**src/rtl/pll_seq_ctrl.sv**
```systemverilog
module pll_seq_ctrl #(
  parameter int     CYC_PER_US    = 125,
  parameter int     SETTLE_US     = 10,
  parameter int     LOCK_TMO_US   = 100000,
  parameter int     FIXED_LOCK_US = 60,
  parameter bit     HAS_LOCK      = 1'b1,
  parameter int     RATE_W        = 32,
  parameter int     L_W           = 16,
  parameter longint REF_RATE      = 19200000,
  parameter longint LOW_BAND_MAX  = 1000000000,
  parameter int     INIT_L        = 32
) (
  input  logic              clk,
  input  logic              rst_n,
  input  logic              en_req,
  input  logic              dis_req,
  input  logic              tune_req,
  input  logic [RATE_W-1:0] tune_rate,
  input  logic              pll_lock,
  output logic [2:0]        mode,
  output logic [L_W-1:0]    mult_l,
  output logic [L_W-1:0]    mult_m,
  output logic [L_W-1:0]    mult_n,
  output logic              vco_hi,
  output logic              pll_on,
  output logic              busy,
  output logic              lock_err
);
  localparam int SETTLE_CYC = SETTLE_US * CYC_PER_US;
  localparam int WAIT_CYC   = HAS_LOCK ? LOCK_TMO_US * CYC_PER_US : FIXED_LOCK_US * CYC_PER_US;
  localparam int MAX_CYC    = (SETTLE_CYC > WAIT_CYC) ? SETTLE_CYC : WAIT_CYC;
  localparam int CW         = $clog2(MAX_CYC + 1) + 1;
  localparam logic [RATE_W-1:0] REF_V = RATE_W'(REF_RATE);
  localparam logic [RATE_W-1:0] LOW_V = RATE_W'(LOW_BAND_MAX);
  localparam bit INIT_HI = (64'(INIT_L) * 64'(REF_RATE)) > 64'(LOW_BAND_MAX);

  typedef enum logic [1:0] {S_IDLE, S_SETTLE, S_LOCK, S_TUNE} st_t;

  st_t               st;
  logic [CW-1:0]     cnt;
  logic [RATE_W-1:0] rate_q;
  logic              was_on;

  wire lock_seen = HAS_LOCK ? pll_lock : 1'b0;

  assign busy   = (st != S_IDLE);
  assign pll_on = (mode == 3'b111);

  always_ff @(posedge clk) begin
    if (!rst_n) begin
      st       <= S_IDLE;
      cnt      <= '0;
      mode     <= 3'b000;
      mult_l   <= L_W'(INIT_L);
      mult_m   <= '0;
      mult_n   <= L_W'(1);
      vco_hi   <= INIT_HI;
      lock_err <= 1'b0;
      rate_q   <= '0;
      was_on   <= 1'b0;
    end else begin
      case (st)
        S_IDLE: begin
          cnt <= '0;
          if (dis_req) begin
            mode <= 3'b000;
          end else if (tune_req) begin
            was_on <= (mode == 3'b111);
            mode   <= 3'b000;
            vco_hi <= (tune_rate > LOW_V);
            rate_q <= tune_rate;
            st     <= S_TUNE;
          end else if (en_req && mode == 3'b000) begin
            mode <= 3'b010;
            st   <= S_SETTLE;
          end
        end
        S_TUNE: begin
          mult_l <= L_W'(rate_q / REF_V);
          if (was_on) begin
            mode <= 3'b010;
            st   <= S_SETTLE;
          end else begin
            st <= S_IDLE;
          end
        end
        S_SETTLE: begin
          if (cnt == CW'(SETTLE_CYC - 1)) begin
            mode[2] <= 1'b1;
            cnt     <= '0;
            st      <= S_LOCK;
          end else begin
            cnt <= cnt + 1'b1;
          end
        end
        S_LOCK: begin
          if (lock_seen) begin
            mode[0] <= 1'b1;
            st      <= S_IDLE;
          end else if (cnt == CW'(WAIT_CYC - 1)) begin
            mode[0] <= 1'b1;
            if (HAS_LOCK) lock_err <= 1'b1;
            st <= S_IDLE;
          end else begin
            cnt <= cnt + 1'b1;
          end
        end
        default: st <= S_IDLE;
      endcase
    end
  end

  logic [CW-1:0] gap;
  always_ff @(posedge clk) begin
    if (!rst_n) gap <= '0;
    else if (mode == 3'b010) gap <= gap + 1'b1;
    else gap <= '0;
  end

  p_settle_gap_r3: assert property (@(posedge clk) disable iff (!rst_n)
    $rose(mode[2]) |-> gap >= CW'(SETTLE_CYC));

  p_reset_after_bypass_r2: assert property (@(posedge clk) disable iff (!rst_n)
    $rose(mode[2]) |-> mode[1] && $past(mode[1]));

  p_output_last_r2: assert property (@(posedge clk) disable iff (!rst_n)
    $rose(mode[0]) |-> mode[2:1] == 2'b11);

  p_disable_clears_r6: assert property (@(posedge clk) disable iff (!rst_n)
    (dis_req && !busy) |=> mode == 3'b000);

  p_enable_ignored_r7: assert property (@(posedge clk) disable iff (!rst_n)
    (en_req && !dis_req && !tune_req && !busy && mode != 3'b000) |=> $stable(mode));

  p_err_sticky_r4: assert property (@(posedge clk) disable iff (!rst_n)
    lock_err |=> lock_err);
endmodule

```
**config.mk**
```make
export PLATFORM = sky130hd
export DESIGN_NAME = pll_seq_ctrl
export DESIGN_NICKNAME = d
export VERILOG_FILES = /design/src/rtl/pll_seq_ctrl.sv
export SDC_FILE = /design/constraint.sdc
export NUM_CORES = 1
export LEC_CHECK = 0
export ABC_AREA = 1
export CAP_MARGIN = 20
export CORE_ASPECT_RATIO = 1.25
export CORE_UTILIZATION = 37
export DETAILED_ROUTE_END_ITERATION = 16
export DONT_BUFFER_PORTS = 1
export PLACE_DENSITY = 0.61
export SYNTH_ARGS = -nofsm -noshare
export SYNTH_HDL_FRONTEND = slang
export SYNTH_SLANG_ARGS = --single-unit
export TNS_END_PERCENT = 20
```
**constraint.sdc**
```tcl
create_clock -name clk -period 6.4 [get_ports clk]
set_input_delay 1.28 -clock clk [delete_from_list [all_inputs] [get_ports clk]]
set_output_delay 1.28 -clock clk [all_outputs]
set_load 0.05 [all_outputs]
```
=== Word-level counts from Yosys, hierarchy flattened ===
Index checks and enable logic that the tools add are counted.
Widths: inputs -> output; s select.

* Add/subtract/negate cells: 1
* Divide/modulo/power cells: 1
* $lt $le $gt $ge: 1
* Equal/unequal tests: 14
* Mux-type cells: 22
* Bitwise logic cells: 2
* Reductions and logical operators: 15

{| class="wikitable"
|+ Operators by type and width
! cell !! count
|-
| $mux 25 || 3
|-
| $pmux 25 s3 || 1
|-
| $div 32x25->32 const B || 1
|-
| $gt 32x30->1 const B || 1
|-
| $add 25x1->25 const B || 1
|-
| $eq 25x11->1 const B || 1
|-
| $eq 25x24->1 const B || 1
|-
| $mux 2 || 6
|-
| $mux 3 || 4
|-
| $reduce_and 3->1 || 4
|-
| $reduce_and 4->1 || 3
|-
| $ne 2x2->1 const B || 5
|-
| $reduce_bool 3->1 || 3
|-
| $pmux 2 s4 || 1
|-
| $ne 3x3->1 const B || 2
|-
| $pmux 1 s3 || 2
|-
| $eq 2x2->1 const B || 2
|-
| $mux 1 || 4
|-
| $ne 4x4->1 const B || 1
|-
| $reduce_bool 2->1 || 2
|-
| $eq 3x3->1 const B || 1
|-
| $logic_not 3->1 || 1
|-
| $eq 2x1->1 const B || 1
|-
| $logic_not 2->1 || 1
|-
| other kinds (3) || 4
|}

* Register bits after elaboration: 81
* Output and inout port bits: 55
* Logic and storage cells: 66

=== Depth between registers and ports, before layout ===
* Word-level depth: 6
* Mapped depth: 68
* Depth with buffers taken out: 66

=== Least setup slack after synthesis ===
Ideal clock, no wire load.

* Kind: reg2reg
* Start point: reg rate_q[23]
* End point: reg mult_l[0]
* Setup time: 120 ps
* Arrival time: 5925 ps
* Path slack: 354 ps
* Cell stages (with the launch flop): 62
* Path buffers: 6
* Period minus slack after synthesis: 6046 ps
* Cells stage by stage: dfxtp_1 > nor2_2 > nand2_2 > nor2_2 > nand3_4 > nand2_4 > buf_6 > nand2_1 > nand2_1 > nand2_2 > nand2_1 > nor2_2 > a21oi_2 > nand4_2 > buf_6 > nand2_1 > nand2_2 > nor2_1 > (+26 left out) > nor2_2 > nand2_2 > nand3_4 > buf_6 > nand2_1 > nand2_1 > nand2_1 > nor2_2 > nor2_1 > nor2_4 > nand3_4 > nand2_1 > xor2_1 > inv_1 > nand2_1 > nand2_1 > nand2_1 > a21oi_1

* Word-level cells in the longest chain between the ends: 1

{| class="wikitable"
|+ Ends and longest elaborated chain
! what !! RTL line !! text
|-
| start, declared || 41 || <nowiki>logic [RATE_W-1:0] rate_q;</nowiki>
|-
| start signal, assigned || 71 || <nowiki>rate_q <= tune_rate;</nowiki>
|-
| $div 32x25->32 || 79 || <nowiki>mult_l <= L_W'(rate_q / REF_V);</nowiki>
|-
| end signal, assigned || 54 || <nowiki>mult_l <= L_W'(INIT_L);</nowiki>
|-
| end signal, assigned || 79 ||
|-
| end, declared || 21 || <nowiki>output logic [L_W-1:0] mult_l,</nowiki>
|}

Every way passes these cells.
A chain may end at the register's enable or synchronous reset.

=== Worst setup path after layout ===
* Start point: reg rate_q[24]
* End point: reg mult_l[0]

Same word-level chain as after synthesis.

==> metrics.md <==
| Metric | Value |
|---|---|
| Outcome | finished with violations |
| Violated checks | negative setup slack |
| Area Growth Syn to Fin | 33.2% |
| # rows | 56 |
| FILL cells | 1941 |
| First-pass GRT wire length | 32900 µm |
| Vias in the first global route | 7713 |
| WHS | 0.471 ns |
| Pin count of the biggest net entering global routing | 41 |
| CP Data Arrival Time | 6.69 ns |
| Worst EP required | 6.67 ns |
| DP HPWL | 15200 µm |
| Clock skew | 0.00883 ns |
| Async SR Flop Fraction | 0% |
| Core area | 0.0188 mm² |
| FMAX | 156 MHz |
| Mapped Cells | 1237 |
| Post-synth EDFFs | 0 |
| Final hold viol count | 0 |
| Hold_buf cts | 0 |
| Worst r2r src | rate_q[24]$_SDFFE_PN0P_ |
| Count of buffer and inverter cells on the critical path | 12 |
| Minimum clock period | 6.42 ns |
| Clock Root Buffer | clkbuf_16 |
| Avg Vias per Cell | 4.83 |
| Worst hold start | rate_q[12]$_SDFFE_PN0P_ |
| Initial core utilization | 37.8% |
| Htree depth | 3 |
| Setup ws final | -0.0209 ns |
| Hold Path Cell Cnt | 2 |
| Die Y | 157 µm |
| Top cell type's share of synthesized area | 19.5% |
| All-Layer GR Usage | 19.7% |
| Critical Path End Type | flip-flop |
| Slew HR | 27.9% |
| Reg-to-Reg End | mult_l[0]$_SDFFE_PN0P_ |
| Worst Hold Class | flip-flop to flip-flop |
| Tcrit/Tclk final | 100% |
| Clock latency on the worst-skew pair | 0.33 ns |
| Clock sink count | 62 |
| Worst Setup Path Type | flip-flop to flip-flop |
| Maxcap violations | 0 |
| Setup violations, final | 1 |
| Least-Margin Pin Slew | 1.08 ns |
| Residual DRC | 0 |
| GRT overflow | 0 |
| Deepest clock path buffer count | 2 |
| Routed wire length | 19200 µm |
| Crit-path max cell delay | 0.35 ns |
| Initial antenna violation count | 0 |
| PortBufs | 0 |
| Worst path top cell family by delay | simple AND/OR/NAND/NOR gates |
| Post-route ant nets | 0 |
| Post-synthesis average cell area | 5.74 µm² |
| NumNets Final | 1493 |
| Slew Viols, Final | 0 |
| # diodes | 0 |
| CP most frequent cell | nand2_1 |
| Worst r2r path cells | 60 |
| Startpoint Class | flip-flop |
| Layout cells sized above 1 | 29.4% |
| Routed wire length per instance | 11.4 µm |
| Synth area leaders | nand2_1, dfxtp_1, inv_1 |
| RSZ-0062 raised after global routing | true |
| Ys flop type | dfxtp_1 |
| Synthesized flop and latch total | 62 |
| Synth Warn # | 0 |
| CP Max Fanout | 11 |
| DR iter-0 viols | 351 |
| DR pass1 iterations | 5 |
| Synth unique cells | 47 |
| Num CTS Buffers | 9 |
| Via Count | 8132 |
| Place WS | -0.367 ns |
| Synth area leader | nand2_1 |
| TritonCTS clock tree | yes |
| Routability congestion estimate | 0.917 |
| Die area | 0.0198 mm² |
| FF-to-FF setup slack | -0.02 ns |
| Die width | 126 µm |
| Synthesized area | 0.00710 mm² |
| Worst-path clk slew | 0.06 ns |
| Top Ports | 93 |
| Register area share after synthesis | 17.5% |
| Worst hold path endpoint | rate_q[12]$_SDFFE_PN0P_ |
| Slowest stage cell, crit path | dfxtp_2 |
cells in the final DEF, fill, tap and decap left out, types with 20 or more instances in the layout:
cell type,Yosys,layout
xor2_1,31,31
nand4_1,50,50
nor3_1,23,21
nor2_1,111,90
nand3_1,88,85
conb_1,2,40
nand2_2,48,70
a21oi_1,56,53
buf_4,45,209
dfxtp_1,62,56
o21ai_0,55,53
nor2_2,16,29
nand2_1,369,341
inv_2,17,20
inv_1,140,137
repair_timing:
action                                  CTS  global route
endpoints found under the setup margin    2             2
hold endpoints to repair                  0             0
gates cloned                              5             0
setup buffers                            22             6
pin swaps                                30            21
resized for setup                        62            43
final cells by class:
| class | instances | area [µm²] | share of cell area [%] |
|---|---|---|---|
| inverter | 161 | 607 | 6.42 |
| timing repair buffer | 223 | 1750 | 18.5 |
| clock buffer | 9 | 225 | 2.38 |
| sequential | 62 | 1250 | 13.2 |
| tap | 232 | 290 | 3.07 |
| clock inverter | 7 | 73.8 | 0.781 |
| multi-input combinational | 990 | 5260 | 55.7 |
worst max path at each step:
stage	from	end	slack (ns)	depth (start not counted)
finish	rate_q[24]$_SDFFE_PN0P_	mult_l[0]$_SDFFE_PN0P_	-0.02	60
global route	rate_q[30]$_SDFFE_PN0P_	mult_l[0]$_SDFFE_PN0P_	-0.75	61
CTS	rate_q[24]$_SDFFE_PN0P_	mult_l[0]$_SDFFE_PN0P_	-0.06	61
detailed placement	rate_q[23]$_SDFFE_PN0P_	mult_l[0]$_SDFFE_PN0P_	-0.37	57
global placement	rate_q[23]$_SDFFE_PN0P_	mult_l[0]$_SDFFE_PN0P_	-0.32	59
floorplan	rate_q[23]$_SDFFE_PN0P_	mult_l[0]$_SDFFE_PN0P_	0.35	61
kinds of logic (layout without fill, tap and decap cells):
| logic type | after synthesis | after routing | share of synthesized area (%) |
|---|---|---|---|
| buffers and inverters | 228 | 400 | 15.3 |
| AO/OA/AOI/OAI | 147 | 147 | 11.6 |
| adder cells (fa/ha/maj) | 8 | 8 | 1.41 |
| other | 2 | 40 | 0.106 |
| XOR/XNOR | 33 | 33 | 4.07 |
| AND/OR/NAND/NOR | 757 | 762 | 50.1 |
| flip-flops | 62 | 62 | 17.5 |
synthesized netlist by cell type (4+ instances only):
master and n:
nor2_2 16, buf_4 45, buf_2 4, nor2_1 111, dfxtp_1 62, nand2_2 48
clkbuf_1 11, ha_1 8, nor3b_1 5, nor3_1 23, inv_1 140, o21ai_2 4
nand4_1 50, nand3b_1 4, inv_2 17, nand3_4 6, nand3_2 9, nand2_1 369
o21a_1 5, o21ai_0 55, buf_6 6, xor2_1 31, nor2_4 6, nand3_1 88
nor4_1 14, o21ai_1 8, a21oi_1 56
state kept, by name, summed over array words and instances (netlist names):
signal,flops
cnt,25
lock_err,1
mode,3
mult_l,8
rate_q,21
st,2
vco_hi,1
was_on,1
routing by layer:
layer	up-vias	share of wire [%]	routed length, µm	track usage, %
met5	-	0	0	0
met4	0	1.5	282	5.34
met3	25	3.9	741	2.65
met2	156	53	10300	39.3
met1	3604	41	7920	21.5
li1	4347	-	-	-
worst min-delay path: stages, from the launching register on:
cell and delay [ns]:
dfxtp_1 0.31, inv_1 0.06, a21oi_1 0.06
through the flow:
| stage | instances | TNS, ns | util (%) | instance area (µm²) |
|---|---|---|---|---|
| floorplan | 1275 | 0 | - | 7240 |
| global placement | 1635 | -0.385 | 45.5 | 8550 |
| detailed placement | 1635 | -0.507 | 45.5 | 8550 |
| CTS | 1678 | -0.0608 | 49.4 | 9280 |
| global route | 1684 | -1.28 | 50.4 | 9460 |
| finish | 1684 | -0.0209 | 50.4 | 9460 |
Power is not shown: default switching activity piles up to over one toggle a cycle in this logic, so the estimate is an artifact.
